==> src/rtl/ffirst_pkg.sv <==
// Package: shared types for the condition-driven truncation controller.
// Assumes: the condition field is 4 bits and the bit selector is 2 bits.
package ffirst_pkg;

    localparam int CR_W  = 4;
    localparam int SEL_W = 2;

    // Mode bits captured at the start of a loop.
    typedef struct packed {
        logic             inv;
        logic [SEL_W-1:0] sel;
        logic             incl;
        logic             rec;
        logic             cmp_only;
    } ff_mode_t;

endpackage

==> src/rtl/ff_cond_test.sv <==
// ff_cond_test: picks one bit of an element's condition field and reports
// whether the test on it fails (the bit equals the invert flag).
// Assumes: the selector is always in range for the field width.
module ff_cond_test
    import ffirst_pkg::*;
(
    input  logic [CR_W-1:0]  cr,
    input  logic [SEL_W-1:0] sel,
    input  logic             inv,
    output logic             fail
);

    logic picked;

    // Select the tested bit and compare it with the failure polarity.
    always_comb begin
        picked = cr[sel];
        fail   = (picked == inv);
    end

endmodule

==> src/rtl/ff_elem_seq.sv <==
// ff_elem_seq: finds the lowest predicate-enabled element index at or above
// a starting point and below the vector length.
// Assumes: from and len never exceed MAX_VL.
module ff_elem_seq #(
    parameter int MAX_VL = 64,
    localparam int IDX_W = $clog2(MAX_VL),
    localparam int LEN_W = IDX_W + 1
) (
    input  logic [MAX_VL-1:0] mask,
    input  logic [LEN_W-1:0]  len,
    input  logic [LEN_W-1:0]  from,
    output logic              found,
    output logic [IDX_W-1:0]  nxt
);

    logic [MAX_VL-1:0] elig;

    // One eligibility bit per element: enabled, not below the start, inside the length.
    for (genvar g = 0; g < MAX_VL; g++) begin : g_elig
        assign elig[g] = mask[g] && (LEN_W'(g) >= from) && (LEN_W'(g) < len);
    end

    // Priority encoder: the lowest eligible index wins.
    always_comb begin
        found = 1'b0;
        nxt   = '0;
        for (int i = MAX_VL - 1; i >= 0; i--) begin
            if (elig[i]) begin
                found = 1'b1;
                nxt   = IDX_W'(i);
            end
        end
    end

endmodule

==> src/rtl/ff_len_calc.sv <==
// ff_len_calc: forms the truncated length from the failing index and the
// effective inclusive flag.
// Assumes: idx is below the captured length when fail is set.
module ff_len_calc #(
    parameter int MAX_VL = 64,
    localparam int IDX_W = $clog2(MAX_VL),
    localparam int LEN_W = IDX_W + 1
) (
    input  logic [IDX_W-1:0] idx,
    input  logic             incl_eff,
    output logic [LEN_W-1:0] cut_len
);

    // Exclusive cut keeps elements below idx; inclusive also keeps idx.
    always_comb begin
        cut_len = {1'b0, idx} + LEN_W'(incl_eff);
    end

endmodule

==> src/rtl/ffirst_loop_ctrl.sv <==
// ffirst_loop_ctrl: steps through the enabled elements of a vector in order,
// tests each element's condition result, and stops at the first failure with
// a truncated length. It also drives the per-element write enables.
// Assumes: the datapath holds elem_cr stable while elem_valid is high and
// elem_ready is low; vl_in above MAX_VL is clamped.
module ffirst_loop_ctrl
    import ffirst_pkg::*;
#(
    parameter int MAX_VL = 64,
    localparam int IDX_W = $clog2(MAX_VL),
    localparam int LEN_W = IDX_W + 1
) (
    input  logic              clk,
    input  logic              rst_n,
    input  logic              start,
    input  logic [LEN_W-1:0]  vl_in,
    input  logic [MAX_VL-1:0] pred_mask,
    input  logic              inv,
    input  logic [1:0]        cr_sel,
    input  logic              incl,
    input  logic              rec,
    input  logic              cmp_only,
    input  logic              elem_valid,
    input  logic [3:0]        elem_cr,
    output logic              elem_ready,
    output logic [IDX_W-1:0]  elem_idx,
    output logic              res_we,
    output logic              cr_we,
    output logic [LEN_W-1:0]  new_vl,
    output logic              done
);

    localparam logic [LEN_W-1:0] LEN_MAX = LEN_W'(MAX_VL);

    logic              busy_q, done_q;
    logic [IDX_W-1:0]  idx_q;
    logic [LEN_W-1:0]  vl_q, new_vl_q;
    logic [MAX_VL-1:0] mask_q;
    ff_mode_t          mode_q, mode_in;

    logic              launch, accept, test_fail, fail, keep, incl_eff;
    logic [LEN_W-1:0]  vl_clamped, seq_len, seq_from, cut_len;
    logic [MAX_VL-1:0] seq_mask;
    logic              seq_found;
    logic [IDX_W-1:0]  seq_nxt;

    // Gather the mode inputs and clamp the requested length.
    always_comb begin
        mode_in    = '{inv: inv, sel: cr_sel, incl: incl, rec: rec, cmp_only: cmp_only};
        vl_clamped = (vl_in > LEN_MAX) ? LEN_MAX : vl_in;
    end

    // Handshake and keep/discard decisions for the offered element.
    always_comb begin
        launch   = start && !busy_q;
        accept   = busy_q && elem_valid;
        fail     = accept && test_fail;
        incl_eff = mode_q.incl && !mode_q.rec;
        keep     = !test_fail || incl_eff;
        res_we   = accept && keep && !mode_q.cmp_only;
        cr_we    = accept && keep && (mode_q.rec || mode_q.cmp_only);
    end

    // Sequencer search inputs: from zero on launch, past the current element while running.
    always_comb begin
        seq_mask = busy_q ? mask_q : pred_mask;
        seq_len  = busy_q ? vl_q : vl_clamped;
        seq_from = busy_q ? ({1'b0, idx_q} + LEN_W'(1)) : '0;
    end

    ff_cond_test u_test (
        .cr   (elem_cr),
        .sel  (mode_q.sel),
        .inv  (mode_q.inv),
        .fail (test_fail)
    );

    ff_elem_seq #(.MAX_VL(MAX_VL)) u_seq (
        .mask  (seq_mask),
        .len   (seq_len),
        .from  (seq_from),
        .found (seq_found),
        .nxt   (seq_nxt)
    );

    ff_len_calc #(.MAX_VL(MAX_VL)) u_len (
        .idx      (idx_q),
        .incl_eff (incl_eff),
        .cut_len  (cut_len)
    );

    // Loop state: launch, advance past passing elements, finish on failure or exhaustion.
    always_ff @(posedge clk) begin
        if (!rst_n) begin
            busy_q   <= 1'b0;
            done_q   <= 1'b0;
            idx_q    <= '0;
            vl_q     <= '0;
            new_vl_q <= '0;
            mask_q   <= '0;
            mode_q   <= '0;
        end else if (launch) begin
            vl_q     <= vl_clamped;
            mask_q   <= pred_mask;
            mode_q   <= mode_in;
            new_vl_q <= vl_clamped;
            idx_q    <= seq_nxt;
            busy_q   <= seq_found;
            done_q   <= !seq_found;
        end else if (accept) begin
            if (test_fail) begin
                busy_q   <= 1'b0;
                done_q   <= 1'b1;
                new_vl_q <= cut_len;
            end else if (seq_found) begin
                idx_q <= seq_nxt;
            end else begin
                busy_q   <= 1'b0;
                done_q   <= 1'b1;
                new_vl_q <= vl_q;
            end
        end
    end

    assign elem_ready = busy_q;
    assign elem_idx   = idx_q;
    assign new_vl     = new_vl_q;
    assign done       = done_q;

    AST_READY_NOT_DONE: assert property (@(posedge clk) disable iff (!rst_n)
        elem_ready |-> !done) else $error("ready while done");
    AST_IDX_ASCENDS: assert property (@(posedge clk) disable iff (!rst_n)
        (accept && !test_fail) |=> (!busy_q || (elem_idx > $past(elem_idx)))) else $error("index not ascending");
    AST_WE_ONLY_ENABLED: assert property (@(posedge clk) disable iff (!rst_n)
        (res_we || cr_we) |-> (mask_q[elem_idx] && ({1'b0, elem_idx} < vl_q))) else $error("write on skipped element");
    AST_CMP_NO_RESULT: assert property (@(posedge clk) disable iff (!rst_n)
        (busy_q && mode_q.cmp_only) |-> !res_we) else $error("result write in compare-only");
    AST_LEN_BOUND: assert property (@(posedge clk) disable iff (!rst_n)
        done |-> (new_vl <= vl_q)) else $error("length grew");
    AST_CUT_NEEDS_FAIL: assert property (@(posedge clk) disable iff (!rst_n)
        ($rose(done) && (new_vl != vl_q)) |-> $past(fail)) else $error("cut without failure");
    AST_START_IGNORED_BUSY: assert property (@(posedge clk) disable iff (!rst_n)
        (busy_q && start && !accept) |=> $stable(vl_q)) else $error("start taken while busy");

endmodule

==> config.mk <==
export PLATFORM = sky130hd
export DESIGN_NAME = ffirst_loop_ctrl
export DESIGN_NICKNAME = d
export VERILOG_FILES = /design/src/rtl/ffirst_pkg.sv /design/src/rtl/ff_cond_test.sv /design/src/rtl/ff_elem_seq.sv /design/src/rtl/ff_len_calc.sv /design/src/rtl/ffirst_loop_ctrl.sv
export SDC_FILE = /design/constraint.sdc
export NUM_CORES = 1
export LEC_CHECK = 0
export BUFFER_PORTS_ARGS = -buffer_cell sky130_fd_sc_hd__buf_4
export CAP_MARGIN = 20
export CORE_MARGIN = 2
export CORE_UTILIZATION = 55
export CTS_BUF_LIST = sky130_fd_sc_hd__clkbuf_4
export DETAILED_ROUTE_END_ITERATION = 8
export PLACE_DENSITY = 0.79
export SYNTH_ARGS = -nofsm -noshare
export SYNTH_HDL_FRONTEND = slang
export SYNTH_SLANG_ARGS = --single-unit
==> constraint.sdc <==
create_clock -name clk -period 3.5 [get_ports clk]
set_clock_uncertainty 0.1 [all_clocks]
set_input_delay 0.35 -clock clk [delete_from_list [all_inputs] [get_ports clk]]
set_output_delay 0.35 -clock clk [all_outputs]
set_load 0.01 [all_outputs]
== Word level (Yosys, flattened, before mapping) ==
Index checks and enable logic that the tools add are counted.

* Register bits after elaboration: 92
* Input port bits: 85
* Output and inout bits: 17
* Logic and storage cells: 441

* $add $sub $neg: 2
* $lt $le $gt $ge: 130
* Equal/unequal tests: 3
* Mux-type cells: 150
* Reductions and logical operators: 145

{| class="wikitable"
|+ Operators with widths
! cell !! number
|-
| 2-to-1 mux 6 bit || 68
|-
| >= comparator 6 x 7 -> 1 bit, first input constant || 32
|-
| less-than comparator 6 x 7 -> 1 bit, first input constant || 32
|-
| logical AND 1 bit || 134
|-
| >= comparator 5 x 7 -> 1 bit, first input constant || 16
|-
| less-than comparator 5 x 7 -> 1 bit, first input constant || 16
|-
| 2-to-1 mux 1 bit || 73
|-
| 2-to-1 mux 64 bit || 1
|-
| >= comparator 4 x 7 -> 1 bit, first input constant || 8
|-
| less-than comparator 4 x 7 -> 1 bit, first input constant || 8
|-
| 2-to-1 mux 7 bit || 7
|-
| >= comparator 3 x 7 -> 1 bit, first input constant || 4
|-
| less-than comparator 3 x 7 -> 1 bit, first input constant || 4
|-
| >= comparator 1 x 7 -> 1 bit, first input constant || 2
|-
| >= comparator 2 x 7 -> 1 bit, first input constant || 2
|-
| less-than comparator 1 x 7 -> 1 bit, first input constant || 2
|-
| less-than comparator 2 x 7 -> 1 bit, first input constant || 2
|-
| adder 6 x 1 -> 7 bit || 1
|-
| adder 6 x 1 -> 7 bit, second input constant || 1
|-
| greater-than comparator 7 bit, second input constant || 1
|-
| zero test 1 bit || 5
|-
| nonzero test 2 bit || 2
|-
| less-than comparator 2 x 3 -> 1 bit, second input constant || 1
|-
| != test 3 bit, second input constant || 1
|-
| 6 further kinds || 7
|}

== Longest topological paths before layout ==
Gate-level depths: netlist of the first run.

* Depth after elaboration: 73
* Mapped depth: 14
* Mapped depth without buffers: 11

== By module ==
Synthesis of the first run repeated with hierarchy kept, for this count alone.

* Cells, all modules: 941
* Area total of the unflattened synthesis: 7078.0 um^2

{| class="wikitable"
|+ By module, submodules not included
! module !! times used !! cells an instance !! area an instance (um^2) !! sequential area each (um^2)
|-
| ffirst_loop_ctrl || 1 || 513 || 4317.9 || 1841.8
|-
| ff_elem_seq || 1 || 414 || 2640.0 || 0.0
|-
| ff_len_calc || 1 || 12 || 88.8 || 0.0
|-
| ff_cond_test || 1 || 2 || 31.3 || 0.0
|}

== Worst setup path before layout of the first run ==
OpenSTA, ideal clock, no wires.

* Path kind: flip-flop to flip-flop
* Start: reg idx_q[1] (netlist: elem_idx[1])
* End: reg new_vl_q[6] (netlist: new_vl[6])
* Setup time: 70 ps
* Data arrival time: 3435 ps
* Setup slack: -105 ps
* Stages on the path, launching flop included: 14
* Buffers on the path: 2
* Cells stage by stage: dfxtp_1 > ha_1 > buf_4 > xor2_2 > buf_4 > nand2_2 > a41oi_2 > a21oi_1 > a22o_1 > or4_4 > nor4_4 > a31oi_4 > a211o_1 > a21boi_1

* Longest elaborated chain between the ends: 71

{| class="wikitable"
|+ RTL lines
! element !! line !! RTL
|-
| from (decl) || ffirst_loop_ctrl.sv:36 || <nowiki>logic [IDX_W-1:0] idx_q;</nowiki>
|-
| from (signal assigned) || ffirst_loop_ctrl.sv:107 || <nowiki>idx_q <= seq_nxt;</nowiki>
|-
| from (signal assigned) || ffirst_loop_ctrl.sv:116 || <nowiki>idx_q <= seq_nxt;</nowiki>
|-
| adder 6 x 1 -> 7 bit || ffirst_loop_ctrl.sv:68 || <nowiki>seq_from = busy_q ? ({1'b0, idx_q} + LEN_W'(1)) : '0;</nowiki>
|-
| 2-to-1 mux 7 bit || ffirst_loop_ctrl.sv:68 ||
|-
| >= comparator 6 x 7 -> 1 bit || ff_elem_seq.sv:20 || <nowiki>assign elig[g] = mask[g] && (LEN_W'(g) >= from) && (LEN_W'(g) < len);</nowiki>
|-
| logical AND 1 bit (2 in a row) || ff_elem_seq.sv:20 ||
|-
| 2-to-1 mux 1 bit (64 in a row) || ff_elem_seq.sv:28 || <nowiki>if (elig[i]) begin</nowiki>
|-
| != test 3 bit (no line) || - ||
|-
| AND reduction 2 bit (no line) || - ||
|-
| to (signal assigned) || ffirst_loop_ctrl.sv:106 || <nowiki>new_vl_q <= vl_clamped;</nowiki>
|-
| to (signal assigned) || ffirst_loop_ctrl.sv:114 || <nowiki>new_vl_q <= cut_len;</nowiki>
|-
| to (signal assigned) || ffirst_loop_ctrl.sv:120 || <nowiki>new_vl_q <= vl_q;</nowiki>
|-
| to (decl) || ffirst_loop_ctrl.sv:37 || <nowiki>logic [LEN_W-1:0] vl_q, new_vl_q;</nowiki>
|}

Parallel ways exist; a longest one is shown, timed or not. The select of a mux whose other input is x is not followed.
A chain may end at the register's enable or synchronous reset.

== Worst setup path in the final report of the first run ==
* Start: reg idx_q[1] (netlist: elem_idx[1])
* End: reg new_vl_q[4] (netlist: new_vl[4])

Same word-level chain as after synthesis.

==> flow_metrics.py, run 1 <==
metrics = {
    "drt": {
        "via_per_inst": 6.747,
        "antenna_left": 0,
        "via_count": 10570,
        "wl_per_cell_um": 23.52,
        "routed_wl_um": 36860,
        "drtIter0Drc": 1638,
        "first_pass_iters": 9,
        "drc": 9,
    },
    "logic_synthesis": {
        "syn_inst": 1045,
        "synth_area_leaders": "dfxtp_1 23%, nand2_1 10%, a21boi_0 7.6%, mux2i_1 5.7%, o21ai_0 2.9%",
        "synthDistinctLibCells": 104,
        "synth_fp_nets": 1133,
        "synth_top_area_cell": "dfxtp_1",
        "syn_avg_cell_area_um2": 7.538,
        "ys_async_sr_fraction": 0,
        "synth_ff_type": "dfxtp_1",
        "yosysTopAreaCellShare": 0.2338,
        "synth_edf_count": 0,
        "synth-seq-cells": 92,
        "synth_warnings": 0,
        "yosysSeqAreaShare": 0.2338,
        "synthesis.area_um2": 7878,
    },
    "global_routing": {
        "grt_pass1_wl_um": 51610,
        "grt_use_total": 0.4494,
        "grt_max_degree": 93,
        "grt_pass1_vias": 9309,
        "antenna_found_initial": 1,
        "grt_remaining_overflow": 0,
    },
    "clock_tree": {
        "cts_max_path_buffers": 2,
        "cts.reportedPaths.clkPinSlew_ns": 0.19,
        "cts-root-buf": "clkbuf_4",
        "htreeDepth": 3,
        "cts_tree": "yes",
        "cts_buffers": 9,
        "clk_latency_ns": 0.51,
        "cts_sinks": 92,
    },
    "pwr": {
        "p_per_area_nw_per_um2": 313.0,
        "peakVddDrop_mv": 0.3389,
        "leakagePower_nw": 4.893,
        "power_mw": 3.631,
    },
    "die": {
        "core_um2": 13930,
        "placementRows": 43,
        "fp.dieW_um": 123.7,
        "dieHeight_um": 123.7,
        "io_pins": 102,
        "die-area_um2": 15300,
        "initial_utilization": 0.5653,
    },
    "status": {
        "violations": "design-rule violations, negative setup slack",
        "status": "finished with violations",
    },
    "worst_setup_path": {
        "crit_type": "register to register",
        "arrival_ns": 3.94,
        "worstSetupStartpoint": "elem_idx[1]",
        "critical-path-top-delay-family": "simple AND/OR/NAND/NOR gates",
        "timing.critical_path.buf_inv": 5,
        "cp_max_fo": 10,
        "worstPathCellList": "buf_6 -> and3_4 -> buf_8 -> xnor2_4 -> a41oi_2 -> a21oi_1 -> a22o_1 -> or4_4 -> nor4_4 -> buf_4 -> a31oi_4 -> buf_12 -> buf_4 -> mux2i_1 -> nor2b_1",
        "crit_path_start_kind": "register",
        "reg2reg_from": "elem_idx[1]",
        "crit_slowest_cell": "or4_4",
        "worst_ep_required_time_ns": 3.84,
        "slowest_delay_ns": 0.57,
        "crit_path_end_kind": "register",
        "crit_path_frequent_cell": "buf_4",
    },
    "placed_design": {
        "dpl-instance-area_um2": 10380,
        "gp_congestion": 1.144,
        "hpwlAfterDp_um": 26350,
        "portBuffers": 101,
        "dp_slack_ns": -0.3359,
    },
    "sta": {
        "finalHoldViolations": 0,
        "grt_setup_unrepaired": "yes",
        "fin_crit_sh": 1.028,
        "relSlewSlack": 0.4193,
        "slew_violations": 0,
        "clock.fmax_ghz": 0.2780,
        "setup_viol": 8,
        "layout_setup_ws_ns": -0.09683,
        "worst_pin_slew_ns": 0.8711,
        "period_needed_ns": 3.597,
    },
    "job": {
        "maxCapViolations": 0,
    },
    "layout": {
        "synthToLayoutAreaGrowth_pct": 47.27,
        "fin_nets": 1469,
        "layout-drive-gt1-share": 0.3860,
        "final_area_um2": 11600,
    },
    "min_path": {
        "hold_path_class": "input pin to register",
        "min-delay-start": "pred_mask[36]",
    },
}
==> power breakdown <==
| part | total, mW | switching, mW | internal (mW) | leakage (nW) |
|---|---|---|---|---|
| Sequential | 1.16 | 0.0501 | 1.11 | 0.758 |
| Combinational | 1.72 | 0.920 | 0.803 | 4.05 |
| Clock | 0.744 | 0.440 | 0.304 | 0.0876 |
==> state kept, by name, summed over array words and instances (netlist names) <==
name	count
elem_idx	6
mode_q	6
new_vl	7
mask_q	64
vl_q	7
elem_ready	1
done	1
==> synth_stat cells, drive strengths merged (4+ instances only) <==
master,count
a211oi,23
nand3b,4
o2111ai,6
a22oi,6
nor4b,4
nand3,30
nor4,8
or3b,5
a2111o,9
o211ai,16
o22ai,8
nor2,39
or4,4
o21a,4
nand4,6
or2,6
mux2,15
nand2,219
mux2i,46
inv,13
nor3,28
buf,40
o31ai,7
nor2b,24
xnor2,7
o41ai,4
a2111oi,7
o311ai,4
and2,21
nand2b,12
a31o,5
clkbuf,34
a31oi,11
a21o,11
a21oi,42
dfxtp,92
o21ai,49
a21boi,81
o221ai,10
or3,7
and3,12
a221oi,6
a211o,7
==> per-stage QoR <==
| stage | std cells | TNS (ns) | util | hold WS, ns |
|---|---|---|---|---|
| 6_report | 1567 | -0.4671 | 0.8325 | 0.0005876 |
| 5_1_grt | 1567 | -0.9776 | 0.8325 | 0.002895 |
| 4_1_cts | 1532 | -0.01380 | 0.7825 | 0.00001266 |
| 3_5_place_dp | 1494 | -3.271 | 0.7446 | 0.3579 |
| 3_3_place_gp | 1494 | -2.698 | 0.7446 | 0.3484 |
| 2_1_floorplan | 1045 | 0 | - | 0.3389 |
==> cell type report <==
| type | instances | area (µm²) |
|---|---|---|
| clock buffers | 10 | 75.07 |
| flip-flops and latches | 92 | 1856 |
| fillers | 876 | 2333 |
| well taps | 180 | 225.2 |
| diodes | 1 | 2.502 |
| multi-input cells | 866 | 6113 |
| repair buffers | 399 | 3187 |
| clock inverters | 6 | 93.84 |
| inverters | 13 | 48.80 |
==> layout by cell type (no fill, tap or decap), types with 11 or more instances in the layout <==
cell type	netlist	final
dfxtp_1	92	87
a21boi_0	80	78
and2_1	20	19
a21o_1	11	11
dlygate4sd3_1	0	13
o211ai_1	15	15
a21oi_1	41	37
nor2_1	39	34
mux2_2	15	14
a211oi_1	22	15
mux2i_1	45	40
inv_1	12	12
nand2b_1	12	11
buf_6	2	13
nand3_1	29	26
nand2_1	216	214
buf_4	12	364
o21ai_0	45	37
nor2b_1	24	21
nor3_1	26	24
==> worst reg2reg max path, cell delays in order (launching register included) <==
cell     delay, ns
dfxtp_2       0.41
buf_6         0.15
and3_4        0.23
buf_8         0.15
xnor2_4       0.15
a41oi_2       0.26
a21oi_1       0.12
a22o_1        0.25
or4_4         0.57
nor4_4        0.28
buf_4         0.19
a31oi_4       0.10
buf_12        0.15
buf_4         0.13
mux2i_1       0.11
nor2b_1       0.15
==> kinds of logic after synthesis <==
kind of cell               share of synthesized area
and+or+nand+nor                               0.2853
AOI/OAI and AO/OA                             0.3274
DFF                                           0.2338
buffers and inverters                        0.05273
muxes                                        0.08323
xor gates and xnor gates                     0.01287
adders and majority gates                   0.004765
==> path summary, 6_finish.rpt <==
| check | end | slack, ns | cells past startpoint |
|---|---|---|---|
| worst min register to register | mask_q[54] | 0.38 | 2 |
| worst max register to register | new_vl[4] | -0.1 | 15 |
| worst max-delay path | new_vl[4] | -0.1 | 15 |
| worst min-delay path | mask_q[36] | 0.0006 | 3 |
==> timing repair <==
item | 4_1_cts | 5_1_grt
setup endpoints to repair | 15 | 15
cloned | 0 | 3
buffers inserted | 10 | 31
hold buffers | 12 | 1
resized for setup | 35 | 93
hold endpoints to repair | 12 | 1
pin swaps | 7 | 31
==> per-layer routing <==
metal  wire length, µm  vias to the layer above  track usage
met5                 0                        -            0
met4              2592                        0       0.2202
met3              4716                      259       0.1094
met2             15750                      844       0.6906
met1             13800                     4894       0.5881
li1                  -                     4575            -
(Power assumes the default switching activity.)
==> run 2, diff against run 1 <==
--- a/config.mk
+++ b/config.mk
@@ -7,6 +7,7 @@
 export LEC_CHECK = 0
 export BUFFER_PORTS_ARGS = -buffer_cell sky130_fd_sc_hd__buf_4
 export CAP_MARGIN = 20
+export CORE_ASPECT_RATIO = 1.2
 export CORE_MARGIN = 2
 export CORE_UTILIZATION = 55
 export CTS_BUF_LIST = sky130_fd_sc_hd__clkbuf_4
==> run 2 against run 1 <==
Against the previous run: count of clock-buffer cells in the layout fell by 1; the run ends with design-rule violations, negative hold slack, negative setup slack left; non-clock buffer count rose by 22; sequential share of layout area is 0.40 points lower; register-to-register slack better by 0.08 ns; via count grew 2.0%; global-route usage rose by 2.3 points; combinational power barely moved; highest routed layer unchanged; clock power down 12%.
==> flow_metrics.py, run 2 (same netlist as run 1, synthesis figures left out) <==
metrics = {
    "pwr": {
        "peakVddDrop_mv": 0.2922,
        "p_int_mw": 2.078,
        "net-switching-power_mw": 1.468,
        "p_per_area_nw_per_um2": 297.4,
        "clockPowerShare": 0.185,
        "power_frac_seq": 0.329,
        "switching_share": 0.4139,
        "leakagePower_nw": 4.957,
        "pwr-share-comb": 0.486,
    },
    "sta": {
        "setup_viol": 1,
        "finalHoldViolations": 1,
        "layout_setup_ws_ns": -0.02022,
        "slew_violations": 0,
        "period_needed_ns": 3.520,
        "relSlewSlack": 0.4410,
        "holdWs_ns": -0.003190,
        "worst_pin_slew_ns": 0.8385,
        "fin_crit_sh": 1.006,
        "clock.fmax_ghz": 0.2841,
    },
    "worst_setup_path": {
        "crit_path_start_kind": "register",
        "arrival_ns": 3.90,
        "crit_slowest_cell": "dfxtp_4",
        "crit_path_end_kind": "register",
        "worstPathCellList": "ha_4 -> buf_4 -> nand2b_1 -> o21ai_1 -> a21oi_2 -> buf_4 -> o311a_1 -> nor4_4 -> nand4bb_4 -> buf_6 -> nor2_4 -> a31oi_4 -> buf_12 -> a211o_1 -> a21boi_1",
        "reg2regPathDepth": 15,
        "crit_type": "register to register",
        "slowest_delay_ns": 0.40,
        "worst_ep_required_time_ns": 3.88,
        "crit_path_frequent_cell": "buf_4",
        "cp_max_fo": 6,
    },
    "clock_tree": {
        "clk_latency_ns": 0.56,
        "cts_max_path_buffers": 2,
        "cts_buffers": 9,
        "cts-root-buf": "clkbuf_4",
        "cts.reportedPaths.clkPinSlew_ns": 0.21,
        "cts_sinks": 92,
        "htreeDepth": 3,
        "cts_tree": "yes",
    },
    "drt": {
        "wl_per_cell_um": 24.29,
        "routed_wl_um": 38380,
        "antenna_left": 0,
        "via_per_inst": 6.826,
        "first_pass_iters": 9,
        "via_count": 10790,
        "drtIter0Drc": 1743,
        "drc": 7,
    },
    "layout": {
        "largest_register_ffs": 64,
        "largest-register": "mask_q",
        "layout_commonest_cell": "buf_4",
        "final_area_um2": 11920,
        "layout-drive-gt1-share": 0.3622,
        "fin_nets": 1491,
        "top_regs": "mask_q x64, new_vl x7, vl_q x7",
        "utilization": 0.8590,
        "synthToLayoutAreaGrowth_pct": 51.33,
        "final_cell_mix": "330 x buf_4, 212 x nand2_1, 86 x dfxtp_1",
    },
    "global_routing": {
        "grt_max_degree": 93,
        "grt_pass1_vias": 10170,
        "grt_pass1_wl_um": 55280,
        "antenna_found_initial": 1,
        "grt_remaining_overflow": 0,
        "grt_use_total": 0.4723,
    },
    "status": {
        "status": "finished with violations",
        "violations": "design-rule violations, negative hold slack, negative setup slack",
    },
    "die": {
        "dieHeight_um": 135.1,
        "die-area_um2": 15300,
        "core_um2": 13880,
        "fp.dieW_um": 113.3,
        "placementRows": 47,
        "initial_utilization": 0.5676,
        "io_pins": 102,
    },
    "job": {
        "maxCapViolations": 0,
    },
    "min_path": {
        "whs_path_depth": 3,
        "hold_path_class": "input pin to register",
    },
    "placed_design": {
        "portBuffers": 101,
        "hpwlAfterDp_um": 26110,
        "gp_congestion": 1.158,
        "dpl-instance-area_um2": 10280,
    },
}
==> run 2: layer usage <==
metal | up-vias | wire length [µm] | global-route usage
met5 | - | 0 | 0
met4 | 0 | 3773 | 0.3530
met3 | 332 | 4217 | 0.08752
met2 | 882 | 17240 | 0.7758
met1 | 4982 | 13150 | 0.5454
li1 | 4589 | - | -
==> run 2: final cells by class <==
class	count	area (µm²)
Fill cell	824	1957
Clock inverter	7	66.31
Multi-Input combinational cell	866	6148
Inverter	13	51.30
Timing Repair Buffer	421	3512
Sequential cell	92	1859
Tap cell	171	214.0
Antenna cell	1	2.502
Clock buffer	9	67.56
==> run 2: stage by stage <==
stage | setup slack, ns | hold WS, ns | instances | TNS [ns] | power, mW
after floorplan | 0.02036 | 0.3389 | 1045 | 0 | 1.918
after global placement | -0.3612 | 0.3467 | 1469 | -2.765 | 2.562
after detailed placement | -0.3577 | 0.3554 | 1469 | -3.457 | 2.581
after CTS | -0.07223 | 0.01364 | 1560 | -0.1773 | 3.297
after global routing | -0.1386 | 0.01537 | 1580 | -0.7921 | 3.633
final | -0.02022 | -0.003190 | 1580 | -0.02022 | 3.545
==> run 2: critical path: cells and delay by family (launching register included) <==
| kind | cells | cell delay (ns) |
|---|---|---|
| flip-flops | 1 | 0.40 |
| adder cells (fa/ha/maj) | 1 | 0.19 |
| AO/OA/AOI/OAI | 6 | 1.38 |
| AND/OR/NAND/NOR | 4 | 0.70 |
| buffers and inverters | 4 | 0.64 |
==> run 2: timing repair <==
item / in CTS / in global routing
setup buffers: 6 / 17
resized for setup: 24 / 106
pin swaps: 4 / 33
hold buffers: 69 / 0
endpoints found under the setup margin: 15 / 15
hold endpoints to repair: 69 / 0
cloned: 0 / 2
==> run 2: path summary, 6_finish.rpt <==
path	start	to	slack (ns)
max	elem_idx[0]	new_vl[6]	-0.02
min	pred_mask[9]	mask_q[9]	-0.003
max reg2reg	elem_idx[0]	new_vl[6]	-0.02
min reg2reg	new_vl[6]	new_vl[6]	0.37
==> run 2: power by group through the flow <==
stage          sequential, mW  combinational (mW)  clock, mW
3_5_place_dp             1.18                1.40          0
3_3_place_gp             1.18                1.38          0
5_1_grt                  1.17                1.79      0.667
6_report                 1.17                1.72      0.655
4_1_cts                  1.16                1.50      0.636
2_1_floorplan            1.18               0.741          0
